### src/rtl/qcnt_pkg.sv
package qcnt_pkg;
    localparam int CNT_W_DEF = 32;
    localparam int BUS_W_DEF = 8;
    localparam int SYNC_DEF  = 2;

    typedef logic [1:0] quad_t;

    // Next phase in the forward (channel A leading) sequence 00,10,11,01
    function automatic quad_t quad_fwd(input quad_t s);
        case (s)
            2'b00:   quad_fwd = 2'b10;
            2'b10:   quad_fwd = 2'b11;
            2'b11:   quad_fwd = 2'b01;
            default: quad_fwd = 2'b00;
        endcase
    endfunction
endpackage

### src/rtl/qcnt_sync.sv
module qcnt_sync #(
    parameter int W      = 2,
    parameter int STAGES = 2
) (
    input  logic         clk,
    input  logic         rst,
    input  logic [W-1:0] din,
    output logic [W-1:0] dout
);
    logic [W-1:0] stg_d [STAGES];
    logic [W-1:0] stg_q [STAGES];

    always_comb begin
        stg_d[0] = din;
        for (int i = 1; i < STAGES; i++) stg_d[i] = stg_q[i-1];
    end

    always_ff @(posedge clk) begin
        for (int i = 0; i < STAGES; i++) begin
            if (rst) stg_q[i] <= '0;
            else     stg_q[i] <= stg_d[i];
        end
    end

    assign dout = stg_q[STAGES-1];
endmodule

### src/rtl/qcnt_decode.sv
module qcnt_decode
    import qcnt_pkg::*;
(
    input  logic  clk,
    input  logic  rst,
    input  quad_t cur,
    output logic  step,
    output logic  up
);
    quad_t prev_d, prev_q;

    always_comb begin
        prev_d = cur;
        up     = (cur == quad_fwd(prev_q));
        step   = up || (prev_q == quad_fwd(cur));
    end

    always_ff @(posedge clk) begin
        if (rst) prev_q <= '0;
        else     prev_q <= prev_d;
    end


    single_bit_step_chk: assert property (@(posedge clk) disable iff (rst)
        step |-> ($countones(prev_q ^ cur) == 1));
endmodule

### src/rtl/qcnt_core.sv
module qcnt_core #(
    parameter int CNT_W = 32
) (
    input  logic             clk,
    input  logic             rst,
    input  logic             step,
    input  logic             up,
    output logic [CNT_W-1:0] cnt,
    output logic             wrap,
    output logic             dir
);
    typedef struct packed {
        logic [CNT_W-1:0] cnt;
        logic             wrap;
        logic             dir;
    } core_t;

    core_t r_d, r_q;

    always_comb begin
        r_d      = r_q;
        r_d.wrap = 1'b0;
        if (step) begin
            r_d.dir = up;
            if (up) begin
                r_d.cnt  = r_q.cnt + CNT_W'(1);
                r_d.wrap = &r_q.cnt;
            end else begin
                r_d.cnt  = r_q.cnt - CNT_W'(1);
                r_d.wrap = ~|r_q.cnt;
            end
        end
    end

    always_ff @(posedge clk) begin
        if (rst) r_q <= '0;
        else     r_q <= r_d;
    end

    assign cnt  = r_q.cnt;
    assign wrap = r_q.wrap;
    assign dir  = r_q.dir;


    wrap_state_chk: assert property (@(posedge clk) disable iff (rst)
        r_q.wrap |-> (r_q.dir ? (r_q.cnt == '0) : (r_q.cnt == '1)));

    unit_step_chk: assert property (@(posedge clk) disable iff (rst)
        1'b1 |=> (r_q.cnt == $past(r_q.cnt) ||
                  r_q.cnt == $past(r_q.cnt) + CNT_W'(1) ||
                  r_q.cnt == $past(r_q.cnt) - CNT_W'(1)));
endmodule

### src/rtl/qcnt_hold.sv
module qcnt_hold #(
    parameter int CNT_W = 32,
    parameter int BUS_W = 8,
    localparam int NBYTES = CNT_W / BUS_W,
    localparam int SEL_W  = $clog2(NBYTES)
) (
    input  logic             clk,
    input  logic             rst,
    input  logic [CNT_W-1:0] cnt,
    input  logic [SEL_W-1:0] sel,
    input  logic             oe_n,
    output logic [BUS_W-1:0] data
);
    typedef struct packed {
        logic [CNT_W-1:0] snap;
        logic             frz;
        logic             low_done;
    } hold_t;

    hold_t h_d, h_q;
    logic start, release_now;
    logic [BUS_W-1:0] bytes [NBYTES];

    always_comb begin
        start       = !oe_n && (sel == SEL_W'(NBYTES - 1));
        release_now = h_q.frz && h_q.low_done && oe_n;
        h_d         = h_q;
        if (h_q.frz) begin
            if (!oe_n && sel == '0) h_d.low_done = 1'b1;
            if (release_now) begin
                h_d.frz      = 1'b0;
                h_d.low_done = 1'b0;
            end
        end
        if (!h_d.frz) begin
            if (start) h_d.frz  = 1'b1;
            else       h_d.snap = cnt;
        end
    end

    always_ff @(negedge clk) begin
        if (rst) h_q <= '0;
        else     h_q <= h_d;
    end

    for (genvar g = 0; g < NBYTES; g++) begin : g_byte
        assign bytes[g] = h_q.snap[g*BUS_W +: BUS_W];
    end

    assign data = oe_n ? '0 : bytes[sel];


    freeze_origin_chk: assert property (@(negedge clk) disable iff (rst)
        $rose(h_q.frz) |-> $past(!oe_n && sel == SEL_W'(NBYTES - 1)));

    snapshot_hold_chk: assert property (@(negedge clk) disable iff (rst)
        (h_q.frz && $past(h_q.frz)) |-> $stable(h_q.snap));
endmodule

### src/rtl/quad_pos_counter.sv
module quad_pos_counter
    import qcnt_pkg::*;
#(
    parameter int CNT_W       = CNT_W_DEF,
    parameter int BUS_W       = BUS_W_DEF,
    parameter int SYNC_STAGES = SYNC_DEF,
    localparam int NBYTES = CNT_W / BUS_W,
    localparam int SEL_W  = $clog2(NBYTES)
) (
    input  logic             clk,
    input  logic             rst,
    input  logic             chan_a,
    input  logic             chan_b,
    input  logic [SEL_W-1:0] byte_sel,
    input  logic             oe_n,
    output logic [BUS_W-1:0] data_out,
    output logic             wrap_pulse,
    output logic             wrap_up
);
    quad_t            chan_s;
    logic             step, up;
    logic [CNT_W-1:0] cnt;

    qcnt_sync #(.W(2), .STAGES(SYNC_STAGES)) u_sync (
        .clk(clk), .rst(rst), .din({chan_a, chan_b}), .dout(chan_s)
    );

    qcnt_decode u_dec (
        .clk(clk), .rst(rst), .cur(chan_s), .step(step), .up(up)
    );

    qcnt_core #(.CNT_W(CNT_W)) u_core (
        .clk(clk), .rst(rst), .step(step), .up(up),
        .cnt(cnt), .wrap(wrap_pulse), .dir(wrap_up)
    );

    qcnt_hold #(.CNT_W(CNT_W), .BUS_W(BUS_W)) u_hold (
        .clk(clk), .rst(rst), .cnt(cnt), .sel(byte_sel), .oe_n(oe_n),
        .data(data_out)
    );


    idle_bus_chk: assert property (@(posedge clk) disable iff (rst)
        oe_n |-> (data_out == '0));
endmodule

### config.mk
export PLATFORM = sky130hd
export DESIGN_NAME = quad_pos_counter
export DESIGN_NICKNAME = d
export VERILOG_FILES = /design/src/rtl/qcnt_pkg.sv /design/src/rtl/qcnt_sync.sv /design/src/rtl/qcnt_decode.sv /design/src/rtl/qcnt_core.sv /design/src/rtl/qcnt_hold.sv /design/src/rtl/quad_pos_counter.sv
export SDC_FILE = /design/constraint.sdc
export NUM_CORES = 1
export LEC_CHECK = 0
export BUFFER_PORTS_ARGS = -buffer_cell sky130_fd_sc_hd__buf_2
export CAP_MARGIN = 10
export CELL_PAD_IN_SITES_DETAIL_PLACEMENT = 1
export CELL_PAD_IN_SITES_GLOBAL_PLACEMENT = 1
export CORE_ASPECT_RATIO = 2
export CORE_MARGIN = 3
export CORE_UTILIZATION = 30
export CTS_CLUSTER_DIAMETER = 30
export DETAILED_ROUTE_END_ITERATION = 10
export GPL_TIMING_DRIVEN = 0
export PLACE_DENSITY = 0.59
export SLEW_MARGIN = 20
export SYNTH_ARGS = -nofsm -noshare
export SYNTH_HDL_FRONTEND = slang
export SYNTH_HIERARCHICAL = 1
export SYNTH_SLANG_ARGS = --single-unit
### constraint.sdc
create_clock -name clk -period 5 [get_ports clk]
set_clock_uncertainty 0.1 [all_clocks]
set_input_delay 0.75 -clock clk [delete_from_list [all_inputs] [get_ports clk]]
set_output_delay 0.75 -clock clk [all_outputs]
set_load 0.01 [all_outputs]
# After elaboration in Yosys (flattened, before gate mapping)
# Memories as Yosys holds them, arrays and structs flattened.
# Cells that the tools add are included.
# W data, S select, Z words.
# word_totals
elab_cells,57
output_inout_bits,10
input_bits,7
ram_bits,4
memories,1
regBits,70
# memory_table
memory,words,width,read_ports,rd_ports_with_merged_regs,write_ports,line,text
u_sync.stg_q,2,2,2,0,2,qcnt_sync.sv:11,logic [W-1:0] stg_q [STAGES];
# classes
n_mux,17
magnitude_cmp,1
eq_ne,7
addsub,2
bitwise_logic,6
n_reduce_logical,16
# op_table
operator,count
$mux W33,1
$add A32 B1 Y32 const B,1
$reduce_and A32 Y1,1
$reduce_or A32 Y1,1
$sub A32 B1 Y32 const B,1
$mux W8,3
$bmux W8 S2,1
$pmux W2 S3,2
$eq A2 B2 Y1 const B,5
$mux W2,4
$logic_not A2 Y1,3
$mux W1,6
$eq A2 B2 Y1,2
$logic_and A1 B1 Y1,4
$reduce_and A2 Y1,2
$ge A3 B3 Y1 const B,1
$not A1 Y1,3
$not A2 Y3,1
$logic_not A1 Y1,2
$or A1 B1 Y1,2
$reduce_bool A2 Y1,1
$reduce_or A2 Y1,1
$logic_or A1 B1 Y1,1

# Depth between registers and ports, before layout
# Gate-level depths: netlist of run 1.
# depth
depth_word,7
mapped_depth,14
ltp_nobuf,12

# Cells and area by module
# Netlist of run 1, hierarchy kept.
# modules_own_cells
mod,area_per_inst_um2,seq_area_each_um2,n_inst,cells_per_inst
qcnt_core,3076.7,680.7,1,384
qcnt_hold,1818.0,680.7,1,166
qcnt_sync,105.1,80.1,1,8
qcnt_decode,90.1,40.0,1,8

==> reports/qor.txt, run 1 <==
First-pass GRT wire length - 25,670 µm
Average wire per standard cell - 19.12 µm
Max-slew headroom - 34.26%
Worst EP required - 4150 ps
CTS tree - built
Number of H-tree levels - 3
Number of enable flip-flop cells after synthesis - 0
Max_cap viols - 0
Hold WC Path Type - flop to flop
Post-CTS Setup Repair Bufs - 0
Num rows - 66
Via/cell ratio - 5.269
Max clock buf depth - 2
Worst path buffer plus inverter count - 1
CP startpoint kind - flop
CP top delay family - multiplexers
Flop pwr share - 25.4%
Fillers - 1,983
HPWL after detailed placement - 13,210 µm
Post_cts resized - 0
Combinational power share - 55.5%
CTS Root Cell - clkbuf_16
Die Area - 18,660 µm²
Crit Path Max Fanout - 2
Clock Sinks - 74
Kind of critical path - flop to output pin
Asr flop ratio synth - 0%
Via count - 4,389
Final Setup Violations - 0
Syn_area_per_cell - 8.993 µm²
Worst Setup End Kind - output pin
Worst-skew pair later-pin latency - 340 ps
Number of diodes - 0
NetSw - 1.755 mW
Crit path DAT - 4080 ps
Slowest CP cell - mux4_1
Area of the multi-input gates - 3422 µm²
Pre-antenna DRT Iters - 4
Congestion Overflow GR - 0
Core ar. - 16,430 µm²
CP cell instances - mux4_1 -> nor2b_1 -> buf_2
Mapped Cells - 566
# DRC - 0
Max incr delay on CP - 500 ps
RePlAce Congestion - 0.8541
Starting density of the core - 30.97%
Max VDD drop - 0.0001928 V
Top-count cell post-synth - nand2b_1
CTS clk-pin slew, worst paths - 60 ps
Die height - 190.2 µm
Syn Nets - 604
Top post-synthesis cells by count - 75 x nand2b_1, 74 x dfxtp_1, 52 x mux2i_1
Yosys top cell by area - dfxtp_1
PwrDens - 649.4 nW/µm²
Ys flop type - dfxtp_1
RSZ-0062 raised after global routing - no
Pleak - 2.453 nW
Switching part of the total - 46.43%
Worst-Margin Slew - 979.1 ps
Vias in the first global route - 4,856
Area delta synth->final - 14.38%
Hold buffer count at cts - 0
Die W - 98.11 µm
Clk pwr share - 19.1%
Worst Slack Setup Final - 71.06 ps
Antenna Nets Post-Route - 0
Top cell type's share of synthesized area - 29.11%
Flip-flop and latch count after synthesis - 74
Pre-CTS WS - 232.0 ps
Antenna violations before repair - 0
YS warnings - 6
I/O Pins - 17
All-Layer GR Usage - 17.61%
Largest cells by area after synthesis - dfxtp_1 29%, mux2i_1 10%, nand2b_1 9.2%
Seq/Total Area, Yosys - 29.11%
WL final - 15,930 µm
NumNets Final - 662
CTS Buf Count - 9
Power Internal - 2.026 mW
DRT iter0 DRCs - 131
FF+latch area - 1481 µm²
Outcome - completed
Port Buf Inserts - 14
Share of layout cells above drive strength 1 - 8.267%
Final hold violations - 0
Post-synthesis cell area - 5090 µm²
Sum Neg Setup Slack - 0 ps
Number of distinct library cells after synthesis - 66
Max-slew violation count - 0
Largest net degree at the start of global routing - 31
## power by group through the flow
stage,sequential [mW],clock [mW],combinational [mW]
floorplan,0.866,0.0428,1.63
global placement,0.965,0.0428,2.06
detailed placement,0.969,0.0428,2.11
CTS,0.959,0.747,2.13
global route,0.983,0.792,2.37
finish,0.960,0.722,2.10
## cells in the final DEF, fill, tap and decap left out, types with 4 or more instances in the layout
master / n
nand2b_1: 75
dfxtp_1: 74
mux2i_1: 52
inv_1: 43
nor2_1: 43
a21oi_1: 35
ha_1: 30
nand2_1: 25
nor2b_1: 23
clkbuf_1: 19
buf_2: 16
a21o_1: 14
xnor2_1: 14
nand3_1: 12
nand4_1: 12
o21ai_0: 10
nor4_1: 10
clkbuf_16: 9
xor2_1: 9
mux4_1: 8
o21ai_1: 6
and3_1: 5
a211oi_1: 5
o21a_1: 5
o211ai_1: 4
nor3b_1: 4
## layout make-up
type                    instances  area share, %
inverters                      10         0.6447
well taps                     204          4.384
flip-flops and latches         74          25.45
plain buffers                  26          2.493
repair buffers                 14          1.204
multi-input cells             455          58.78
clock inverters                40          3.116
clock buffers                  10          3.933
## final timing paths
check                                   to  cells past startpoint  slack, ps                     startpoint
min reg2reg  u_sync/stg_q[1][1]$_SDFF_PP0_                      1        350  u_sync/stg_q[0][1]$_SDFF_PP0_
min          u_sync/stg_q[1][1]$_SDFF_PP0_                      1        350  u_sync/stg_q[0][1]$_SDFF_PP0_
max                            data_out[1]                      3         70   u_hold/bytes[1]$_SDFFE_NP0P_
max reg2reg    u_core/cnt[31]$_SDFFE_PP0P_                     12        500     u_dec/prev_q[1]$_SDFF_PP0_
## flip-flops by register name (all words and copies together) (netlist names)
signal	cells
u_hold/bytes	32
u_core/wrap	1
u_sync/stg_q	4
u_dec/prev_q	2
u_hold/h_q	2
u_core/dir	1
u_core/cnt	32
## layer usage
metal | wire [µm] | up-vias | track usage (%)
met3 | 184 | 39 | 1.248
met2 | 9354 | 57 | 36.00
met4 | 997 | 0 | 11.57
met5 | 0 | - | 0
met1 | 5392 | 2125 | 15.87
li1 | - | 2168 | -
## logic make-up after synthesis
logic type | count (synthesis) | synth area share (%)
AOI/OAI and AO/OA | 108 | 14.92
xor gates and xnor gates | 24 | 4.278
adders and majority gates | 31 | 7.768
buffers and inverters | 37 | 3.663
DFF | 74 | 29.11
muxes | 61 | 14.65
and+or+nand+nor | 231 | 25.61
## worst register-to-register path: stages (launching register included)
cell and delay [ps]:
dfxtp_1 330, xor2_2 190, nor2_1 270, clkbuf_1 440, inv_2 440, ha_1 560, a21oi_1 180, a211oi_1 640
o211a_1 370, nor3_2 80, or3_1 390, o211ai_2 90, mux2_4 310
## through the flow
stage / hold WS (ps) / power [mW] / instances / utilization (%) / cell area [µm²]
floorplan: 313.8 / 2.537 / 566 / - / 5090
global placement: 317.3 / 3.065 / 784 / 32.95 / 5415
detailed placement: 347.2 / 3.127 / 784 / 32.95 / 5415
CTS: 357.3 / 3.833 / 833 / 35.43 / 5822
global route: 364.4 / 4.146 / 833 / 35.43 / 5822
finish: 351.4 / 3.781 / 833 / 35.43 / 5822
Note: power is estimated with default switching activity, not from simulation.
==> inputs of run 2 (changes only) <==
BUFFER_PORTS_ARGS = unset   (was -buffer_cell sky130_fd_sc_hd__buf_2)
DONT_BUFFER_PORTS = 1   (was unset)
PLACE_DENSITY = 0.58   (was 0.59)
==> run 2 against run 1 <==
First-iteration DRC count rose by 24%. Final area fell by 0.64%. Register-to-register slack better by 120 ps. Setup slack gained 64 ps. Sequential power barely moved. Global-route usage grew 0.16 points. Largest cell class unchanged. Combinational power about the same. Critical path depth shrank 1.
==> reports/qor.txt, run 2 (synthesized netlist as in run 1, its figures left out) <==
Hold WC Path Type - flop to flop (unchanged)
Worst Setup End Kind - output pin (unchanged)
# DRC - 0 (unchanged)
Post-CTS Setup Repair Bufs - 0 (unchanged)
Post_cts resized - 0 (unchanged)
Outcome - completed (unchanged)
DP Area - 5345 µm² (was 5415 µm²)
Via/cell ratio - 5.309 (was 5.269)
Worst EP required - 4150 ps (about the same)
NumNets Final - 648 (was 662)
Sum Neg Setup Slack - 0 ps (unchanged)
Fillers - 1,931 (was 1,983)
All-Layer GR Usage - 17.77% (was 17.61%)
Average wire per standard cell - 19.50 µm (was 19.12 µm)
Antenna violations before repair - 0 (unchanged)
Crit Path Max Fanout - 2 (unchanged)
Max clock buf depth - 2 (unchanged)
WL final - 15,970 µm (was 15,930 µm)
DRT iter0 DRCs - 163 (was 131)
Pre-antenna DRT Iters - 4 (unchanged)
RSZ-0062 raised after global routing - no (unchanged)
Vias in the first global route - 4,679 (was 4,856)
Max_cap viols - 0 (unchanged)
Final Cell Area - 5784 µm² (was 5822 µm²)
Port Buf Inserts - 0 (was 14)
PwrDens - 658.6 nW/µm² (was 649.4 nW/µm²)
Commonest non-fill, non-tap cell in the layout - nand2b_1 (unchanged)
Pleak - 2.399 nW (was 2.453 nW)
First-pass GRT wire length - 25,520 µm (was 25,670 µm)
CTS Root Cell - clkbuf_16 (unchanged)
Number of H-tree levels - 3 (unchanged)
Antenna Nets Post-Route - 0 (unchanged)
Finished Core Util - 35.20% (was 35.43%)
Area delta synth->final - 13.64% (was 14.38%)
Die W - 98.11 µm (unchanged)
I/O Pins - 17 (unchanged)
Worst-Margin Slew - 826.7 ps (was 979.1 ps)
CP startpoint kind - flop (unchanged)
FF+latch area - 1481 µm² (unchanged)
Die Area - 18,660 µm² (unchanged)
Largest net degree at the start of global routing - 31 (unchanged)
Share of layout cells above drive strength 1 - 6.341% (was 8.267%)
Clock Sinks - 74 (unchanged)
Max-slew violation count - 0 (unchanged)
RePlAce Congestion - 0.7952 (was 0.8541)
Number of diodes - 0 (unchanged)
Die height - 190.2 µm (unchanged)
Core ar. - 16,430 µm² (unchanged)
Final Setup Violations - 0 (unchanged)
Hold buffer count at cts - 0 (unchanged)
Kind of critical path - flop to output pin (unchanged)
Starting density of the core - 30.97% (unchanged)
Crit path DAT - 4020 ps (was 4080 ps)
Commonest non-fill, non-tap cells in the layout - 75 x nand2b_1, 74 x dfxtp_1, 52 x mux2i_1 (unchanged)
CTS Buf Count - 9 (unchanged)
Max VDD drop - 0.0001758 V (was 0.0001928 V)
Area of the multi-input gates - 3422 µm² (unchanged)
Num rows - 66 (unchanged)
Max-slew headroom - 44.88% (was 34.26%)
CTS tree - built (unchanged)
Via count - 4,348 (was 4,389)
Congestion Overflow GR - 0 (unchanged)
Final hold violations - 0 (unchanged)
HPWL after detailed placement - 12,770 µm (was 13,210 µm)
CTS clk-pin slew, worst paths - 60 ps (about the same)
Worst-skew pair later-pin latency - 340 ps (about the same)
## run 2: power by group
| part | total (mW) | internal, mW | switching [mW] |
|---|---|---|---|
| clock network | 0.786 | 0.453 | 0.333 |
| registers | 0.957 | 0.746 | 0.211 |
| logic | 2.07 | 0.890 | 1.18 |
## run 2: metrics by stage
stage	setup WS [ps]	std cells	total power [mW]	hold WS, ps
floorplan	645.5	566	2.537	313.8
global placement	206.9	770	3.026	319.3
detailed placement	398.8	770	3.074	336.4
CTS	104.0	819	3.855	347.8
global route	120.1	819	4.165	362.2
finish	134.8	819	3.809	342.5
## run 2: layout make-up
| class | count | area share [%] |
|---|---|---|
| plain buffers | 26 | 2.509 |
| inverters | 10 | 0.6489 |
| clock buffers | 10 | 4.326 |
| multi-input cells | 455 | 59.16 |
| clock inverters | 40 | 3.331 |
| well taps | 204 | 4.413 |
| flip-flops and latches | 74 | 25.61 |
## run 2: path summary, 6_finish.rpt
path	from	to	slack (ps)	depth (start not counted)
worst min register to register	u_sync/stg_q[0][0]$_SDFF_PP0_	u_sync/stg_q[1][0]$_SDFF_PP0_	340	1
worst max-delay path	u_hold/bytes[1]$_SDFFE_NP0P_	data_out[1]	130	2
worst min-delay path	u_sync/stg_q[0][0]$_SDFF_PP0_	u_sync/stg_q[1][0]$_SDFF_PP0_	340	1
worst max register to register	u_dec/prev_q[1]$_SDFF_PP0_	u_core/cnt[31]$_SDFFE_PP0P_	620	14
## run 2: worst max-delay path: stages, from the launching register on
cell	delay, ps
dfxtp_1	370
mux4_1	560
nor2b_1	200
## run 2: routing by layer
metal | routed length [µm] | GRT usage [%] | vias to the layer above
met3 | 311 | 2.642 | 30
met4 | 676 | 10.13 | 0
met5 | 0 | 0 | -
met2 | 9211 | 34.80 | 60
li1 | - | - | 2138
met1 | 5772 | 17.13 | 2120
